--- config.mk ---
export PLATFORM = sky130hd
export DESIGN_NAME = pport_pair
export DESIGN_NICKNAME = d
export VERILOG_FILES = /design/src/rtl/pport_pkg.sv /design/src/rtl/pport_edge.sv /design/src/rtl/pport_side.sv /design/src/rtl/pport_pair.sv
export SDC_FILE = /design/constraint.sdc
export NUM_CORES = 1
export LEC_CHECK = 0
export BUFFER_PORTS_ARGS = -buffer_cell sky130_fd_sc_hd__buf_2
export CAP_MARGIN = 25
export CORE_MARGIN = 2
export CORE_UTILIZATION = 48
export DETAILED_ROUTE_END_ITERATION = 12
export PLACE_DENSITY = 0.76
export SETUP_SLACK_MARGIN = 0.5
export SLEW_MARGIN = 20
export SYNTH_ARGS = -nofsm -noshare
export SYNTH_HDL_FRONTEND = slang
export SYNTH_HIERARCHICAL = 1
export SYNTH_SLANG_ARGS = --single-unit
--- constraint.sdc ---
create_clock -name clk_i -period 1.5 [get_ports clk_i]
set_input_delay 0.15 -clock clk_i [delete_from_list [all_inputs] [get_ports clk_i]]
set_output_delay 0.15 -clock clk_i [all_outputs]
set_load 0.02 [all_outputs]
--- src/rtl/pport_pkg.sv ---
package pport_pkg;

   typedef enum logic [2:0] {
      L2_IN_FALL   = 3'd0,
      L2_IND_FALL  = 3'd1,
      L2_IN_RISE   = 3'd2,
      L2_IND_RISE  = 3'd3,
      L2_HANDSHAKE = 3'd4,
      L2_PULSE     = 3'd5,
      L2_FORCE_LO  = 3'd6,
      L2_FORCE_HI  = 3'd7
   } line2_mode_e;

   localparam int unsigned ADR_PORT_B  = 0;
   localparam int unsigned ADR_PORT_A  = 1;
   localparam int unsigned ADR_DIR_B   = 2;
   localparam int unsigned ADR_DIR_A   = 3;
   localparam int unsigned ADR_LATCTL  = 11;
   localparam int unsigned ADR_LINECTL = 12;
   localparam int unsigned ADR_QUIET_A = 15;

   localparam int unsigned FLAG_W  = 8;
   localparam int unsigned FLG_A2  = 0;
   localparam int unsigned FLG_A1  = 1;
   localparam int unsigned FLG_B2  = 3;
   localparam int unsigned FLG_B1  = 4;

   function automatic logic mode_is_input(input line2_mode_e m);
      return ~m[2];
   endfunction

   function automatic logic mode_is_indep(input line2_mode_e m);
      return (m == L2_IND_FALL) || (m == L2_IND_RISE);
   endfunction

   function automatic logic mode_rising(input line2_mode_e m);
      return m[1];
   endfunction

endpackage

--- src/rtl/pport_edge.sv ---
module pport_edge #(
   parameter bit IDLE_LEVEL = 1'b1
) (
   input  logic clk_i,
   input  logic rst_ni,
   input  logic line_i,
   input  logic rising_i,
   output logic active_o
);
   logic prev_q;

   always_ff @(posedge clk_i) begin
      if (!rst_ni) prev_q <= IDLE_LEVEL;
      else         prev_q <= line_i;
   end

   always_comb begin
      if (rising_i) active_o = line_i & ~prev_q;
      else          active_o = ~line_i & prev_q;
   end
endmodule

--- src/rtl/pport_side.sv ---
module pport_side
   import pport_pkg::*;
#(
   parameter int unsigned PORT_W      = 8,
   parameter bit          HAS_LATCH   = 1'b1,
   parameter bit          IS_PORT_A   = 1'b1
) (
   input  logic              clk_i,
   input  logic              rst_ni,
   input  logic [PORT_W-1:0] pins_i,
   input  logic [PORT_W-1:0] wdata_i,
   input  logic              out_we_i,
   input  logic              dir_we_i,
   input  logic              access_i,
   input  logic              write_i,
   input  logic              lat_en_i,
   input  logic              line1_rise_i,
   input  line2_mode_e       mode2_i,
   input  logic              line1_i,
   input  logic              line2_i,
   output logic [PORT_W-1:0] out_q_o,
   output logic [PORT_W-1:0] dir_q_o,
   output logic [PORT_W-1:0] rd_val_o,
   output logic              line2_o,
   output logic              line2_oe_o,
   output logic              set1_o,
   output logic              set2_o,
   output logic              clr_o
);
   logic [PORT_W-1:0] out_q, dir_q, live_val, cap_val;
   logic              edge1, edge2;
   logic              hs_q, pulse_q, hs_trigger;

   always_ff @(posedge clk_i) begin
      if (!rst_ni) begin
         out_q <= '0;
         dir_q <= '0;
      end else begin
         if (out_we_i) out_q <= wdata_i;
         if (dir_we_i) dir_q <= wdata_i;
      end
   end

   assign live_val = (out_q | ~dir_q) & pins_i;
   assign out_q_o  = out_q;
   assign dir_q_o  = dir_q;

   pport_edge #(.IDLE_LEVEL(1'b1)) u_edge1 (
      .clk_i    (clk_i),
      .rst_ni   (rst_ni),
      .line_i   (line1_i),
      .rising_i (line1_rise_i),
      .active_o (edge1)
   );

   pport_edge #(.IDLE_LEVEL(1'b1)) u_edge2 (
      .clk_i    (clk_i),
      .rst_ni   (rst_ni),
      .line_i   (line2_i),
      .rising_i (mode_rising(mode2_i)),
      .active_o (edge2)
   );

   assign set1_o = edge1;
   assign set2_o = edge2 & mode_is_input(mode2_i);
   assign clr_o  = access_i & ~mode_is_indep(mode2_i);

   generate
      if (IS_PORT_A) begin : g_cap_raw
         assign cap_val    = pins_i;
         assign hs_trigger = access_i;
      end else begin : g_cap_eff
         assign cap_val    = live_val;
         assign hs_trigger = write_i;
      end
   endgenerate

   generate
      if (HAS_LATCH) begin : g_latch
         logic [PORT_W-1:0] latch_q;
         always_ff @(posedge clk_i) begin
            if (!rst_ni)    latch_q <= '0;
            else if (edge1) latch_q <= cap_val;
         end
         assign rd_val_o = lat_en_i ? latch_q : live_val;

         p_latch_hold_r2: assert property (@(posedge clk_i) disable iff (!rst_ni)
            !edge1 |=> $stable(latch_q));
      end else begin : g_no_latch
         logic unused_lat;
         assign unused_lat = lat_en_i ^ (|cap_val);
         assign rd_val_o   = live_val;
      end
   endgenerate

   always_ff @(posedge clk_i) begin
      if (!rst_ni) begin
         hs_q    <= 1'b0;
         pulse_q <= 1'b0;
      end else begin
         pulse_q <= (mode2_i == L2_PULSE) && write_i;
         if (mode2_i != L2_HANDSHAKE) hs_q <= 1'b0;
         else if (hs_trigger)         hs_q <= 1'b1;
         else if (edge1)              hs_q <= 1'b0;
      end
   end

   always_comb begin
      case (mode2_i)
         L2_HANDSHAKE: line2_o = ~hs_q;
         L2_PULSE:     line2_o = ~pulse_q;
         L2_FORCE_LO:  line2_o = 1'b0;
         default:      line2_o = 1'b1;
      endcase
   end
   assign line2_oe_o = ~mode_is_input(mode2_i);

   p_pulse_single_r7: assert property (@(posedge clk_i) disable iff (!rst_ni)
      (mode2_i == L2_PULSE && !line2_o && !write_i) |=> (line2_o || mode2_i != L2_PULSE));

   p_hs_release_r8: assert property (@(posedge clk_i) disable iff (!rst_ni)
      (hs_q && edge1 && !hs_trigger) |=> !hs_q);

   p_idle_high_r9: assert property (@(posedge clk_i) disable iff (!rst_ni)
      !line2_oe_o |-> line2_o);

endmodule

--- src/rtl/pport_pair.sv ---
module pport_pair
   import pport_pkg::*;
#(
   parameter int unsigned PORT_W    = 8,
   parameter int unsigned ADDR_W    = 4,
   parameter bit          HAS_LATCH = 1'b1
) (
   input  logic              clk_i,
   input  logic              rst_ni,
   input  logic [ADDR_W-1:0] sel_i,
   input  logic              rd_stb_i,
   input  logic              wr_stb_i,
   input  logic [PORT_W-1:0] wdata_i,
   output logic [PORT_W-1:0] rd_data_o,
   input  logic [PORT_W-1:0] pa_pins_i,
   input  logic [PORT_W-1:0] pb_pins_i,
   output logic [PORT_W-1:0] pa_out_o,
   output logic [PORT_W-1:0] pa_dir_o,
   output logic [PORT_W-1:0] pb_out_o,
   output logic [PORT_W-1:0] pb_dir_o,
   input  logic              ca1_i,
   input  logic              ca2_i,
   input  logic              cb1_i,
   input  logic              cb2_i,
   output logic              ca2_o,
   output logic              ca2_oe_o,
   output logic              cb2_o,
   output logic              cb2_oe_o,
   output logic [7:0]        flag_set_o,
   output logic [7:0]        flag_clr_o
);
   localparam int unsigned CTL_W = 8;
   localparam int unsigned LAT_W = 2;

   initial begin
      if (PORT_W < CTL_W) $fatal(1, "PORT_W must be at least %0d", CTL_W);
      if (ADDR_W < 4)     $fatal(1, "ADDR_W must be at least 4");
   end

   logic [LAT_W-1:0] latctl_q;
   logic [CTL_W-1:0] linectl_q;
   line2_mode_e      mode_a2, mode_b2;
   logic             hit_pa, hit_pb, hit_da, hit_db, hit_lat, hit_line, hit_qa;
   logic [PORT_W-1:0] rd_a, rd_b;
   logic             set_a1, set_a2, set_b1, set_b2, clr_a, clr_b;

   assign hit_pa   = sel_i == ADDR_W'(ADR_PORT_A);
   assign hit_pb   = sel_i == ADDR_W'(ADR_PORT_B);
   assign hit_da   = sel_i == ADDR_W'(ADR_DIR_A);
   assign hit_db   = sel_i == ADDR_W'(ADR_DIR_B);
   assign hit_lat  = sel_i == ADDR_W'(ADR_LATCTL);
   assign hit_line = sel_i == ADDR_W'(ADR_LINECTL);
   assign hit_qa   = sel_i == ADDR_W'(ADR_QUIET_A);

   always_ff @(posedge clk_i) begin
      if (!rst_ni) begin
         latctl_q  <= '0;
         linectl_q <= '0;
      end else if (wr_stb_i) begin
         if (hit_lat)  latctl_q  <= wdata_i[LAT_W-1:0];
         if (hit_line) linectl_q <= wdata_i[CTL_W-1:0];
      end
   end

   assign mode_a2 = line2_mode_e'(linectl_q[3:1]);
   assign mode_b2 = line2_mode_e'(linectl_q[7:5]);

   pport_side #(.PORT_W(PORT_W), .HAS_LATCH(HAS_LATCH), .IS_PORT_A(1'b1)) u_side_a (
      .clk_i        (clk_i),
      .rst_ni       (rst_ni),
      .pins_i       (pa_pins_i),
      .wdata_i      (wdata_i),
      .out_we_i     (wr_stb_i & hit_pa),
      .dir_we_i     (wr_stb_i & hit_da),
      .access_i     ((rd_stb_i | wr_stb_i) & hit_pa),
      .write_i      (wr_stb_i & hit_pa),
      .lat_en_i     (latctl_q[0]),
      .line1_rise_i (linectl_q[0]),
      .mode2_i      (mode_a2),
      .line1_i      (ca1_i),
      .line2_i      (ca2_i),
      .out_q_o      (pa_out_o),
      .dir_q_o      (pa_dir_o),
      .rd_val_o     (rd_a),
      .line2_o      (ca2_o),
      .line2_oe_o   (ca2_oe_o),
      .set1_o       (set_a1),
      .set2_o       (set_a2),
      .clr_o        (clr_a)
   );

   pport_side #(.PORT_W(PORT_W), .HAS_LATCH(HAS_LATCH), .IS_PORT_A(1'b0)) u_side_b (
      .clk_i        (clk_i),
      .rst_ni       (rst_ni),
      .pins_i       (pb_pins_i),
      .wdata_i      (wdata_i),
      .out_we_i     (wr_stb_i & hit_pb),
      .dir_we_i     (wr_stb_i & hit_db),
      .access_i     ((rd_stb_i | wr_stb_i) & hit_pb),
      .write_i      (wr_stb_i & hit_pb),
      .lat_en_i     (latctl_q[1]),
      .line1_rise_i (linectl_q[4]),
      .mode2_i      (mode_b2),
      .line1_i      (cb1_i),
      .line2_i      (cb2_i),
      .out_q_o      (pb_out_o),
      .dir_q_o      (pb_dir_o),
      .rd_val_o     (rd_b),
      .line2_o      (cb2_o),
      .line2_oe_o   (cb2_oe_o),
      .set1_o       (set_b1),
      .set2_o       (set_b2),
      .clr_o        (clr_b)
   );

   always_comb begin
      flag_set_o         = '0;
      flag_set_o[FLG_A1] = set_a1;
      flag_set_o[FLG_A2] = set_a2;
      flag_set_o[FLG_B1] = set_b1;
      flag_set_o[FLG_B2] = set_b2;
      flag_clr_o         = '0;
      flag_clr_o[FLG_A1] = clr_a;
      flag_clr_o[FLG_A2] = clr_a;
      flag_clr_o[FLG_B1] = clr_b;
      flag_clr_o[FLG_B2] = clr_b;
   end

   always_comb begin
      rd_data_o = '0;
      if (hit_pa || hit_qa) rd_data_o = rd_a;
      else if (hit_pb)      rd_data_o = rd_b;
      else if (hit_da)      rd_data_o = pa_dir_o;
      else if (hit_db)      rd_data_o = pb_dir_o;
      else if (hit_lat)     rd_data_o = PORT_W'(latctl_q);
      else if (hit_line)    rd_data_o = PORT_W'(linectl_q);
   end

   p_quiet_no_clear_r6: assert property (@(posedge clk_i) disable iff (!rst_ni)
      (rd_stb_i && !wr_stb_i && hit_qa) |-> (flag_clr_o == '0));

   p_indep_keeps_a_r5: assert property (@(posedge clk_i) disable iff (!rst_ni)
      mode_is_indep(mode_a2) |-> !flag_clr_o[FLG_A1]);

   p_indep_keeps_b_r5: assert property (@(posedge clk_i) disable iff (!rst_ni)
      mode_is_indep(mode_b2) |-> !flag_clr_o[FLG_B1]);

   p_set_bits_only_r3: assert property (@(posedge clk_i) disable iff (!rst_ni)
      (flag_set_o & 8'hE4) == 8'h00);

   p_out_mode_set_none_r4: assert property (@(posedge clk_i) disable iff (!rst_ni)
      ca2_oe_o |-> !flag_set_o[FLG_A2]);

endmodule

== After elaboration in Yosys (flattened, before gate mapping) ==
Cells that the tools add are included.

* Multiplexer cells: 18
* Eq/ne operators: 18
* Bitwise gates (word level): 42
* Reductions and logical operators: 12

{| class="wikitable"
|+ Operators by type and width
! kind !! number
|-
| $mux W8 || 8
|-
| $and A1 B1 Y1 || 18
|-
| $eq A3 B3 Y1 const B || 6
|-
| $not A1 Y1 || 17
|-
| $and A8 B8 Y8 || 2
|-
| $not A8 Y8 || 2
|-
| $or A8 B8 Y8 || 2
|-
| $eq A4 B4 Y1 const B || 3
|-
| $eq A4 B2 Y1 const B || 2
|-
| $mux W1 || 8
|-
| $eq A3 B1 Y1 const B || 2
|-
| $eq A3 B2 Y1 const B || 2
|-
| $ne A3 B3 Y1 const B || 2
|-
| $pmux W1 S3 || 2
|-
| $eq A4 B1 Y1 const B || 1
|-
| $logic_not A4 Y1 || 1
|-
| $reduce_and A2 Y1 || 2
|-
| $reduce_bool A2 Y1 || 2
|-
| $reduce_or A2 Y1 || 2
|-
| $logic_or A1 B1 Y1 || 3
|-
| $logic_and A1 B1 Y1 || 2
|-
| $or A1 B1 Y1 || 1
|}

* Output and inout bits: 60
* Logic and storage cells: 106
* Register bits after elaboration: 66

== Logic depth before layout (Yosys ltp) ==
* Depth after elaboration: 7
* Mapped depth: 8
* Depth with buffers taken out: 6

== Modules after synthesis ==
Netlist, hierarchy kept.

{| class="wikitable"
|+ By module, submodules not included
! module !! cells an instance !! instances !! sequential area each (sq um) !! area each (sq um)
|-
| pport_side at u_side_b || 126 || 1 || 520.5 || 1,263.7
|-
| pport_side at u_side_a || 124 || 1 || 520.5 || 1,227.4
|-
| pport_pair || 146 || 1 || 200.2 || 1,037.2
|-
| pport_edge || 5 || 4 || 20.0 || 48.8
|}

== Worst setup path before layout ==
OpenSTA, ideal clock, no wires.

* Kind: input -> output
* Start point: input port sel_i[2]
* End point: output port rd_data_o[5]
* Setup slack: 0.026 ns
* Stages: 6
* Buffers on the path: 2
* Data arrival time: 1.324 ns
* Required time: 1.350 ns
* Cell sequence: buf_4 -> and3_1 -> o21ai_2 -> buf_2 -> nor2_1 -> a31oi_1

* Longest elaborated chain between the ends: 7

{| class="wikitable"
|+ Ends and longest elaborated chain
! element !! RTL line !! text
|-
| start: declaration || pport_pair.sv:10 || <nowiki>input logic [ADDR_W-1:0] sel_i,</nowiki>
|-
| $eq A4 B4 Y1 || pport_pair.sv:52 || <nowiki>assign hit_line = sel_i == ADDR_W'(ADR_LINECTL);</nowiki>
|-
| $mux W8 || pport_pair.sv:136 || <nowiki>else if (hit_line) rd_data_o = PORT_W'(linectl_q);</nowiki>
|-
| $mux W8 || pport_pair.sv:135 || <nowiki>else if (hit_lat) rd_data_o = PORT_W'(latctl_q);</nowiki>
|-
| $mux W8 || pport_pair.sv:134 || <nowiki>else if (hit_db) rd_data_o = pb_dir_o;</nowiki>
|-
| $mux W8 || pport_pair.sv:133 || <nowiki>else if (hit_da) rd_data_o = pa_dir_o;</nowiki>
|-
| $mux W8 || pport_pair.sv:132 || <nowiki>else if (hit_pb) rd_data_o = rd_b;</nowiki>
|-
| $mux W8 * || pport_pair.sv:131 || <nowiki>if (hit_pa || hit_qa) rd_data_o = rd_a;</nowiki>
|-
| end: declaration || pport_pair.sv:14 || <nowiki>output logic [PORT_W-1:0] rd_data_o,</nowiki>
|}

Every way passes the cells marked *; elsewhere a longest branch is shown, timed or not.

== Worst setup path after layout ==
* Start point: register u_side_b.dir_q[0] (netlist: u_side_b/dir_q_o[0])
* End point: output port rd_data_o[0]

* Longest elaborated chain between the ends: 6

{| class="wikitable"
|+ Ends and longest elaborated chain
! element !! RTL line !! text
|-
| start: declaration || pport_side.sv:30 || <nowiki>logic [PORT_W-1:0] out_q, dir_q, live_val, cap_val;</nowiki>
|-
| start signal: assignment || pport_side.sv:40 || <nowiki>if (dir_we_i) dir_q <= wdata_i;</nowiki>
|-
| $not A8 Y8 || pport_side.sv:44 || <nowiki>assign live_val = (out_q | ~dir_q) & pins_i;</nowiki>
|-
| $or A8 B8 Y8 || pport_side.sv:44 ||
|-
| $and A8 B8 Y8 || pport_side.sv:44 ||
|-
| $mux W8 || pport_side.sv:85 || <nowiki>assign rd_val_o = lat_en_i ? latch_q : live_val;</nowiki>
|-
| named net rd_b[0] || pport_pair.sv:44 || <nowiki>logic [PORT_W-1:0] rd_a, rd_b;</nowiki>
|-
| $mux W8 || pport_pair.sv:132 ||
|-
| $mux W8 || pport_pair.sv:131 ||
|}

The timed path passes the listed nets, and every way through them passes these cells.

==> impl_metrics.tcl <==
set metrics [dict create \
    yosysSeqAreaShare_pct 35.48 \
    failed_checks "setup timing" \
    start_kind "flop" \
    start_util_pct 48.95 \
    vdd_drop_max_mv 0.4091 \
    ioPinCount 96 \
    gp_congestion 0.9147 \
    clk_latency_ns 0.35 \
    coreArea_mm2 0.007607 \
    final_cells 653 \
    wl_met1_um 5103 \
    fmax_mhz 565.4 \
    grt_antenna_before_repair 0 \
    arrival_ns 1.62 \
    rows 32 \
    cap_viol_max_count 0 \
    drtIter0Drc 247 \
    drive_gt1_share_pct 53.54 \
    synthArstFlopShare_pct 0 \
    pre_cts_ws_ns -0.08962 \
    cts_buffer_depth 2 \
    cts_hold_buf 0 \
    syn2layout_area_growth_pct 55.61 \
    yosysTopAreaCellShare_pct 35.48 \
    wl_per_cell_um 19.27 \
    finalNetCount 583 \
    maxSlewViolCount 0 \
    layout.area.seq_mm2 0.001426 \
    finClkSkew_ns 0.01188 \
    routed.top_layer "met4" \
    place_hpwl_um 7679 \
    ys.flop_type "dfxtp_1" \
    route.met2.wl_um 6358 \
    drc 0 \
    cts_tree "yes" \
    portBuffers 87 \
    cp_max_fo 2 \
    die_h_um 92.08 \
    vias 3616 \
    ys.warnings.count 6 \
    rsz0062_at_grt "true" \
    multi_input_area_mm2 0.002574 \
    tns_ns -1.276 \
    cts_root_buffer "clkbuf_8" \
    leakagePower_nw 2.296 \
    wirelength_um 12580 \
    synth_cell_types 48 \
    min_period_over_period_pct 117.9 \
    worstSetupPathType "reg -> out" \
    dieArea_mm2 0.008478 \
    die_x_um 92.08 \
    power_density_mw_per_mm2 703.2 \
    dp.cells 610 \
    synth-edff-count 0 \
    critPathRequiredTime_ns 1.35 \
    clkTransAtPathRegs_ns 0.07 \
    grt_pass1_wl_um 17170 \
    routed_via_density 5.538 \
    hold_viol 0 \
    synth_seq_cells 66 \
    diodes 0 \
    worst_slack_ns -0.2687 \
    status "finished with violations" \
    synth.largest_area_cell "dfxtp_1" \
    synth_area_mm2 0.003724 \
    tightestPinTransition_ns 0.5022 \
    synth_area_leaders "dfxtp_1, mux2i_1, nor2b_1" \
    avgSynthCellArea_um2 8.951 \
    slew_headroom_pct 66.52 \
    hold_class "in -> reg" \
    cts-buffers-inserted 9 \
    finalSetupViolations 8 \
    grt_pass1_vias 3392 \
    met3WireLength_um 706 \
    clkSinkCount 66 \
    period_minus_slack_ns 1.769 \
    htree_levels 3 \
    track_usage_pct 26.31 \
    drt-pass1-iter-count 5 \
    grt_max_degree 28 \
    synth_cells 416 \
    cp-end-kind "output port" \
    grt_overflow 0 \
    fillers 491 \
    drtAntennaViolNets 0 \
]
[cells in the final DEF, fill, tap and decap left out, types with 11 or more instances in the layout]
master     n
nor2_1    11
buf_6     67
buf_2     31
dfxtp_2   24
inv_1     11
nor2b_1   51
buf_4     42
nand2_1   30
dfxtp_4   20
nand2_2   11
mux2i_1   37
nand2b_1  18
o21ai_1   14
dfxtp_1   22
[through the flow]
step	power (mW)	hold WS, ns	utilization [%]	area, µm²
floorplan	2.270	0.2230	-	3895
global placement	2.439	0.3551	58.60	4458
detailed placement	2.450	0.3617	58.60	4458
CTS	3.961	0.01760	68.08	5179
global route	4.217	0.03984	76.17	5794
finish	4.074	0.02865	76.17	5794
[Yosys cell counts, types with 6 or more instances]
master	number
dfxtp_1	66
o31ai_1	8
nand2_1	46
o31ai_2	8
a21boi_0	10
nor2_1	15
a22o_1	6
o21ai_0	15
nand3_1	8
nand3b_1	9
buf_4	24
inv_1	12
o21ai_1	6
nor2b_1	62
buf_6	6
nand2b_1	19
mux2i_1	44
[routing by layer]
layer / up-vias / track usage [%]
met1: 1750 / 32.50
met3: 36 / 5.341
met2: 162 / 44.85
li1: 1668 / -
met5: - / 0
met4: 0 / 10.45
[what timing repair did]
item | in CTS | in global routing
setup buffers | 10 | 15
pin swaps | 12 | 33
gates cloned | 2 | 1
endpoints found under the setup margin | 104 | 99
resized for setup | 158 | 129
[power by group]
| part | internal, mW | switching (mW) |
|---|---|---|
| Sequential | 1.77 | 0.0435 |
| Combinational | 0.381 | 0.398 |
| Clock | 0.807 | 0.675 |
[worst max-delay path, cell delays in order (launching register included)]
cell	delay, ns
dfxtp_2	0.33
nor2b_4	0.13
o31ai_4	0.17
nand2b_1	0.09
a21oi_1	0.19
o21ai_1	0.10
o221ai_2	0.08
buf_4	0.18
[cells by family after synthesis]
logic type | share of synthesized area [%]
AOI/OAI and AO/OA | 16.16
buffers and inverters | 9.240
DFF | 35.48
muxes | 11.83
other | 0.1007
and+or+nand+nor | 27.18
[sequential cells by signal, summed over array words and instances, names as in the netlist, 2 cells and up]
signal	cells
latctl_q	2
linectl_q	8
u_side_a/dir_q_o	8
u_side_a/g_latch.latch_q	8
u_side_a/out_q_o	8
u_side_b/dir_q_o	8
u_side_b/g_latch.latch_q	8
u_side_b/out_q_o	8
[worst paths after layout]
| check | start | end | slack (ns) | cells after the start |
|---|---|---|---|---|
| min | cb2_i | u_side_b/u_edge2/prev_q | 0.03 | 2 |
| max | u_side_b/dir_q_o[0] | rd_data_o[0] | -0.27 | 7 |
| max reg2reg | linectl_q[0] | u_side_a/g_latch.latch_q[5] | 0.25 | 6 |
| min reg2reg | u_side_b/g_latch.latch_q[1] | u_side_b/g_latch.latch_q[1] | 0.51 | 2 |
[cell type report]
type	count	share of cell area [%]
multi-input combinational	307	44.42
timing repair buffer	151	24.77
sequential	66	24.62
clock buffer	13	2.570
tap	102	2.203
inverter	12	0.7774
clock inverter	2	0.6478
(Power assumes the default switching activity.)
